### src/rtl/peak_level_pkg.sv
package peak_level_pkg;

    // Magnitude threshold for attenuation step 'step' below full scale.
    function automatic longint db_threshold(input int width, input int step);
        real full;
        full = real'((longint'(1) << (width - 1)) - 1);
        return longint'($floor(full * (10.0 ** (-real'(step) / 20.0))));
    endfunction

endpackage

### src/rtl/peak_mag.sv
module peak_mag #(
    parameter int W = 24
) (
    input  logic [W-1:0] smp,
    output logic [W-2:0] mag
);
    always_comb begin
        if (!smp[W-1]) begin
            mag = smp[W-2:0];
        end else if (smp[W-2:0] == '0) begin
            mag = '1;                     // most negative value saturates
        end else begin
            mag = (~smp[W-2:0]) + 1'b1;
        end
    end
endmodule

### src/rtl/peak_hold.sv
module peak_hold #(
    parameter int MW = 23
) (
    input  logic          clk,
    input  logic          rst_n,
    input  logic          vld,
    input  logic [MW-1:0] mag,
    input  logic          clr,
    output logic [MW-1:0] peak
);
    typedef struct packed {
        logic [MW-1:0] peak;
    } hold_t;

    hold_t st_d, st_q;
    logic [MW-1:0] base;

    always_comb begin
        st_d = st_q;
        base = clr ? '0 : st_q.peak;
        if (vld && (mag > base)) st_d.peak = mag;
        else                     st_d.peak = base;
    end

    always_ff @(posedge clk or negedge rst_n) begin
        if (!rst_n) st_q <= '0;
        else        st_q <= st_d;
    end

    assign peak = st_q.peak;

    assert_capture_R3: assert property (@(posedge clk) disable iff (!rst_n)
        vld |=> (st_q.peak >= $past(mag)));
    assert_no_decay_R3: assert property (@(posedge clk) disable iff (!rst_n)
        !clr |=> (st_q.peak >= $past(st_q.peak)));
    assert_clear_R6: assert property (@(posedge clk) disable iff (!rst_n)
        (clr && !vld) |=> (st_q.peak == '0));
    assert_same_cycle_R7: assert property (@(posedge clk) disable iff (!rst_n)
        (clr && vld) |=> (st_q.peak == $past(mag)));
    assert_ignore_R8: assert property (@(posedge clk) disable iff (!rst_n)
        (!clr && !vld) |=> $stable(st_q.peak));
endmodule

### src/rtl/peak_db_encode.sv
module peak_db_encode #(
    parameter int MW     = 23,
    parameter int CODE_W = 6
) (
    input  logic [MW-1:0]     mag,
    output logic [CODE_W-1:0] code
);
    localparam int STEPS = (1 << CODE_W) - 1;

    logic [STEPS-1:0] below;

    for (genvar k = 0; k < STEPS; k++) begin : g_thr
        localparam longint THR = peak_level_pkg::db_threshold(MW + 1, k);
        assign below[k] = (64'(mag) < 64'(THR));
    end

    always_comb begin
        code = CODE_W'($countones(below));
    end
endmodule

### src/rtl/peak_level_mon.sv
module peak_level_mon #(
    parameter int W      = 24,
    parameter int NUM_CH = 2,
    parameter int CODE_W = 6,
    parameter int SEL_W  = (NUM_CH > 1) ? $clog2(NUM_CH) : 1
) (
    input  logic                clk,
    input  logic                rst_n,
    input  logic [NUM_CH*W-1:0] smp_data,
    input  logic [NUM_CH-1:0]   smp_valid,
    input  logic                rd_en,
    input  logic [SEL_W-1:0]    rd_ch,
    output logic                rd_valid,
    output logic [CODE_W-1:0]   rd_code
);
    localparam int MW = W - 1;

    typedef struct packed {
        logic              rd_valid;
        logic [CODE_W-1:0] rd_code;
    } out_t;

    out_t              out_d, out_q;
    logic [NUM_CH-1:0] clr;
    logic [MW-1:0]     mag  [NUM_CH];
    logic [MW-1:0]     peak [NUM_CH];
    logic [MW-1:0]     sel_peak;
    logic [CODE_W-1:0] sel_code;

    for (genvar c = 0; c < NUM_CH; c++) begin : g_ch
        assign clr[c] = rd_en && (rd_ch == SEL_W'(c));

        peak_mag #(.W(W)) u_mag (
            .smp (smp_data[c*W +: W]),
            .mag (mag[c])
        );

        peak_hold #(.MW(MW)) u_hold (
            .clk   (clk),
            .rst_n (rst_n),
            .vld   (smp_valid[c]),
            .mag   (mag[c]),
            .clr   (clr[c]),
            .peak  (peak[c])
        );
    end

    always_comb begin
        sel_peak = '0;
        for (int c = 0; c < NUM_CH; c++) begin
            if (rd_ch == SEL_W'(c)) sel_peak = peak[c];
        end
    end

    peak_db_encode #(.MW(MW), .CODE_W(CODE_W)) u_enc (
        .mag  (sel_peak),
        .code (sel_code)
    );

    always_comb begin
        out_d          = out_q;
        out_d.rd_valid = rd_en;
        if (rd_en) out_d.rd_code = sel_code;
    end

    always_ff @(posedge clk or negedge rst_n) begin
        if (!rst_n) out_q <= '0;
        else        out_q <= out_d;
    end

    assign rd_valid = out_q.rd_valid;
    assign rd_code  = out_q.rd_code;

    assert_read_valid_R5: assert property (@(posedge clk) disable iff (!rst_n)
        rd_en |=> rd_valid);
    assert_idle_valid_R5: assert property (@(posedge clk) disable iff (!rst_n)
        !rd_en |=> !rd_valid);
    assert_one_clear_R6: assert property (@(posedge clk) disable iff (!rst_n)
        $onehot0(clr));
endmodule

### config.mk
export PLATFORM = sky130hd
export DESIGN_NAME = peak_level_mon
export DESIGN_NICKNAME = d
export VERILOG_FILES = /design/src/rtl/peak_level_pkg.sv /design/src/rtl/peak_mag.sv /design/src/rtl/peak_hold.sv /design/src/rtl/peak_db_encode.sv /design/src/rtl/peak_level_mon.sv
export SDC_FILE = /design/constraint.sdc
export NUM_CORES = 1
export LEC_CHECK = 0
export BUFFER_PORTS_ARGS = -buffer_cell sky130_fd_sc_hd__buf_2
export CORE_MARGIN = 1.5
export CORE_UTILIZATION = 45
export DETAILED_ROUTE_END_ITERATION = 7
export HOLD_SLACK_MARGIN = 0.1
export PLACE_DENSITY_LB_ADDON = 0.08
export SYNTH_ARGS = -nofsm -noshare
export SYNTH_HDL_FRONTEND = slang
export SYNTH_SLANG_ARGS = --single-unit
### constraint.sdc
create_clock -name clk -period 8.8 [get_ports clk]
set_input_delay 1.32 -clock clk [delete_from_list [all_inputs] [get_ports clk]]
set_output_delay 1.32 -clock clk [all_outputs]
set_load 0.01 [all_outputs]
# [After elaboration in Yosys (flattened, before gate mapping)]
# Index checks and enable logic that the tools add are counted.
[op_classes] n_addsub=64 order_cmp=65 muxes=9 n_bitwise=3 n_reduce_logical=6
[op_table] op="23-bit 2-to-1 mux" n=9
[op_table] op="6-bit adder" n=30
[op_table] op="23-bit less-than comparator (second input constant)" n=7
[op_table] op="23-bit by 14-bit less-than comparator with 1-bit output (second input constant)" n=6
[op_table] op="23-bit by 15-bit less-than comparator with 1-bit output (second input constant)" n=6
[op_table] op="23-bit by 16-bit less-than comparator with 1-bit output (second input constant)" n=6
[op_table] op="23-bit by 17-bit less-than comparator with 1-bit output (second input constant)" n=6
[op_table] op="23-bit by 18-bit less-than comparator with 1-bit output (second input constant)" n=6
[op_table] op="23-bit by 19-bit less-than comparator with 1-bit output (second input constant)" n=6
[op_table] op="23-bit by 20-bit less-than comparator with 1-bit output (second input constant)" n=6
[op_table] op="23-bit by 21-bit less-than comparator with 1-bit output (second input constant)" n=6
[op_table] op="23-bit by 22-bit less-than comparator with 1-bit output (second input constant)" n=6
[op_table] op="1-bit by 1-bit adder with 2-bit output" n=31
[op_table] op="23-bit by 1-bit adder with 23-bit output (second input constant)" n=2
[op_table] op="23-bit greater-than comparator" n=2
[op_table] op="23-bit zero test" n=2
[op_table] op="23-bit by 13-bit less-than comparator with 1-bit output (second input constant)" n=2
[op_table] op="23-bit NOT" n=2
[op_table] op="6-bit by 1-bit adder with 6-bit output" n=1
[op_table] op="1-bit logical AND" n=4
[op_table] op="1-bit NOT" n=1
[word_totals] ff_bits=53 in_bits=54 out_inout_bits=7 wordCells=151

# [Logic depth before layout (Yosys ltp)]
[depth] depth_word=8 mapped_depth=31 depth_no_buf=27

# [Modules after synthesis]
# A second synthesis with hierarchy kept.
[unflattened] cells_unflattened=1363 area_unflattened_um2=10468.8
[modules_own_cells] mod="peak_db_encode" instances=1 cells_per_inst=599 area_each_um2=4175.3 seq_area_each_um2=0.0
[modules_own_cells] mod="peak_hold" instances=2 cells_per_inst=245 area_each_um2=2080.7 seq_area_each_um2=575.6
[modules_own_cells] mod="peak_mag at g_ch[1].u_mag" instances=1 cells_per_inst=132 area_each_um2=775.7 seq_area_each_um2=0.0
[modules_own_cells] mod="peak_mag at g_ch[0].u_mag" instances=1 cells_per_inst=100 area_each_um2=723.2 seq_area_each_um2=0.0
[modules_own_cells] mod="peak_level_mon" instances=1 cells_per_inst=42 area_each_um2=633.1 seq_area_each_um2=175.2

# [Worst setup path before layout]
# Ideal clock, no wire load.
[synth_path] path_type="input to register" from="in rd_ch" to="reg out_q (netlist bit rd_code[5])" setup_ns=0.141 arrival_ns=8.099 required_time_ns=8.659 setup_slack_ns=0.560 cell_stages=26 n_path_buf=4 path_cell_list="buf_2 > buf_2 > buf_2 > buf_2 > o32ai_1 > and3_1 > nand4_1 > a211oi_1 > nor2_1 > ha_1 > fa_1 > fa_1 > inv_1 > fa_1 > fa_1 > fa_1 > fa_1 > fa_1 > inv_1 > ha_1 > a21o_1 > a21oi_1 > o21bai_1 > a21oi_1 > xnor2_1 > a21oi_1"
[synth_between] elab_chain_len=8 word_cells_on_any_way=126 classes_between="62 x add/sub; 63 x order compare; 1 x mux"
[synth_rtl] item="start, declared" line_no="peak_level_mon.sv:12" text="input logic [SEL_W-1:0] rd_ch,"
[synth_rtl] item="23-bit 2-to-1 mux *" line_no="peak_level_mon.sv:51" text="if (rd_ch == SEL_W'(c)) sel_peak = peak[c];"
[synth_rtl] item="23-bit less-than comparator (tied with other cells)" line_no="peak_db_encode.sv:14" text="assign below[k] = (64'(mag) < 64'(THR));"
[synth_rtl] item="1-bit by 1-bit adder with 2-bit output (implied by the code)" line_no="peak_db_encode.sv:18" text="code = CODE_W'($countones(below));"
[synth_rtl] item="6-bit adder (implied by the code) or 6-bit by 1-bit adder with 6-bit output (tied branches)" line_no="peak_db_encode.sv:18"
[synth_rtl] item="6-bit adder (implied by the code) (3 in a row)" line_no="peak_db_encode.sv:18"
[synth_rtl] item="6-bit adder (implied by the code) *" line_no="peak_db_encode.sv:18"
[synth_rtl] item="end signal, assigned" line_no="peak_level_mon.sv:68" text="else out_q <= out_d;"
[synth_rtl] item="end, declared" line_no="peak_level_mon.sv:23" text="out_t out_d, out_q;"
# Every way passes the cells marked *; elsewhere a longest branch is shown, timed or not.
# A chain may end at the register's enable or synchronous reset.

# [Final worst setup path]
# Ends and elaborated chain as after synthesis.

==> results.ini <==
[yosys]
syn_area_sq_um=9920
synth-seq-cells=53
synth_cells=1281
synth_edf_count=0
synthTopCellsByArea=dfrtp_1 13%, fa_1 12%, ha_1 11%, inv_1 6.3%, a21oi_1 5.1%
syn_nets=1481
ys.flop_type=dfrtp_1
synth_seq_area_share_pct=13.4
yosys.area.top_type_share_pct=13.4
synthDistinctLibCells=78
yosys.area.top_type=dfrtp_1
synth_area_per_cell_sq_um=7.74
async_reset_ff_share_pct=100
ys_warn_count=0

[route]
vias=10300
ant_nets=0
vias_per_cell=6.19
wl_um=36500
drc_errors=0
dr.first_iter.drc_count=870
wl_per_cell_um=22.0
dr.pass1.iters=6

[floorplan]
die-width_um=151
pin_count=61
fp-row-count=54
coreArea_sq_um=21800
initial_core_util_pct=45.6
dieArea_sq_um=22900
die_y_um=151

[clock_network]
cts_hold_buf=0
cts.sinks=53
clock_latency_ps=310
clock_path_buffers=2
cts_made_buffers=5
root_buffer=clkbuf_16
cts.reportedPaths.clkPinSlew_ps=70
htree_levels=2
cts_tree=done

[cells_and_area]
layout-drive-gt1-share_pct=15.8
final_core_util_pct=51.6
fin_nets=1582
nFillCells=2210
antenna_cells=0
layout-area-overhead-vs-synth_pct=13.1

[global_route]
grt_usage_pct=33.2
grt_max_degree=54
grt_pass1_vias=9955
overflow=0
grt_antenna_before_repair=1
grt_first_pass_wirelength_um=57400

[setup_path]
arrival_ps=8640
critical_path_required_ps=8980
cpMostUsedCell=fa_1
r2r_start=g_ch[0].u_hold.peak[9]$_DFF_PN0_
crit_type=in2reg
startpoint_type=input pin
ff2ff_path_depth=25
end_kind=flop
slowest_delay_ps=570
cp_max_fo=24
worstReg2RegEnd=rd_code[5]$_DFFE_PN0P_
ff2ff_setup_slack_ps=1180
critical-path-slowest-cell=fa_1

[placement]
dp_hpwl_um=30800
dp_slack_ps=119
place.gp.congestion=1.08
port_buffers=60

[timing]
whs_ps=510
hold_viol_final=0
fin_skew_ps=16.1
fin_crit_sh_pct=96.1
setup-tns-final_ps=0
rsz0062_at_grt=false
finalSetupViolCount=0
post-route-min-period_ps=8460
worst_pin_slew_ps=867
final.setup.worst_slack_ps=344
maxSlewHeadroom_pct=42.2
slew_violations=0
fmax_mhz=118

[flow_run]
cap_violations=0

[hold_path]
hp-start=rd_code[0]$_DFFE_PN0P_
worstHoldEndpoint=rd_code[0]$_DFFE_PN0P_
whs_path_depth=1
hold_path.class=reg2reg

[outcome]
status=finished clean

cell families (layout without fill, tap and decap cells):
logic type	after synthesis	in the layout	synth area share, %
AOI/OAI and AO/OA	396	396	26.3
and+or+nand+nor	370	370	18.9
buffers and inverters	223	325	8.79
adders and majority gates	146	146	22.7
muxes	86	86	9.21
DFF	53	53	13.4
xor gates and xnor gates	7	7	0.618
through the flow:
step	instances	area (sq um)
2_1_floorplan	1281	9920
3_3_place_gp	1655	11100
3_5_place_dp	1655	11100
4_1_cts	1663	11200
5_1_grt	1663	11200
6_report	1663	11200
layer usage:
| layer | GRT usage [%] | wire length, um |
|---|---|---|
| met1 | 46.1 | 16600 |
| met5 | 0 | 0 |
| met3 | 5.75 | 2510 |
| met4 | 12.7 | 1380 |
| met2 | 51.5 | 16000 |
critical path, delay by kind of cell:
family	cells	cell delay, ps
buf+inv	6	710
fa+ha+maj	9	4280
xor+xnor	1	130
compound gates	9	1600
simple gates	2	590
area by class of cell:
class                   instances  area (sq um)  share of cell area (%)
clock buffers                   5           125                    1.11
clock inverters                 3          33.8                   0.301
inverters                     166           623                    5.55
multi-input cells            1005          7750                    69.1
flip-flops and latches         53          1330                    11.8
well taps                     280           350                    3.12
repair buffers                151          1010                    9.01
worst max path at each step:
stage / slack [ps] / cells past startpoint / to / start
after global routing: 4 / 27 / rd_code[5]$_DFFE_PN0P_ / rd_ch
final: 340 / 27 / rd_code[5]$_DFFE_PN0P_ / rd_ch
after CTS: 420 / 27 / rd_code[5]$_DFFE_PN0P_ / rd_ch
after global placement: 100 / 27 / rd_code[5]$_DFFE_PN0P_ / rd_ch
after floorplan: 560 / 26 / rd_code[5]$_DFFE_PN0P_ / rd_ch
after detailed placement: 120 / 27 / rd_code[5]$_DFFE_PN0P_ / rd_ch
state kept, by name, summed over array words and instances (netlist names):
name,count
g_ch.u_hold.peak,46
rd_code,6
rd_valid,1
repair_timing:
action                     CTS  global route
resized for setup            0             2
setup endpoints to repair    0             1
setup buffers                0             0
cells in the mapped netlist (5+ instances only):
cell	count
o31a_1	8
inv_1	166
buf_2	16
o2111ai_1	7
nand4_1	10
o311ai_0	8
nor3_1	31
o31ai_1	13
nand3_1	33
nor2b_1	7
fa_1	57
o21ai_0	73
or2_2	5
o22a_1	6
mux2_2	34
o41ai_1	10
o21a_1	11
nand2b_1	18
and2_1	24
nor4_1	9
o211ai_1	12
a31o_2	5
dfrtp_1	53
a21o_1	12
nand3b_1	8
or3_1	12
a211oi_1	12
mux2i_1	44
o32ai_1	7
nor2_1	75
and3_1	9
o22ai_1	16
nand2_1	101
clkbuf_1	36
mux2_1	8
xnor2_1	7
o21ai_1	16
and4_1	5
ha_1	89
a21oi_1	101
a31oi_1	23
layout by cell type (no fill, tap or decap), drive strengths merged, types with 6 or more instances in the layout:
| cell type | n |
|---|---|
| nand3b | 8 |
| and2 | 24 |
| a21o | 12 |
| o21a | 11 |
| nand3 | 33 |
| o2111ai | 7 |
| a21oi | 102 |
| ha | 89 |
| mux2 | 42 |
| nand2b | 18 |
| fa | 57 |
| o211ai | 12 |
| nor2b | 7 |
| dfrtp | 53 |
| o21ai | 92 |
| mux2i | 44 |
| o41ai | 11 |
| or3 | 12 |
| xnor2 | 7 |
| o31a | 8 |
| nor4 | 9 |
| a211oi | 12 |
| buf | 151 |
| inv | 166 |
| o32ai | 7 |
| a31oi | 23 |
| or2 | 6 |
| o311ai | 9 |
| o22ai | 16 |
| nor3 | 33 |
| o31ai | 14 |
| nor2 | 75 |
| and3 | 9 |
| nand4 | 10 |
| o22a | 6 |
| nand2 | 101 |
Power is left out: the tool's default activity adds up to more than one toggle a clock period on the data nets, which glitch-free logic cannot reach.
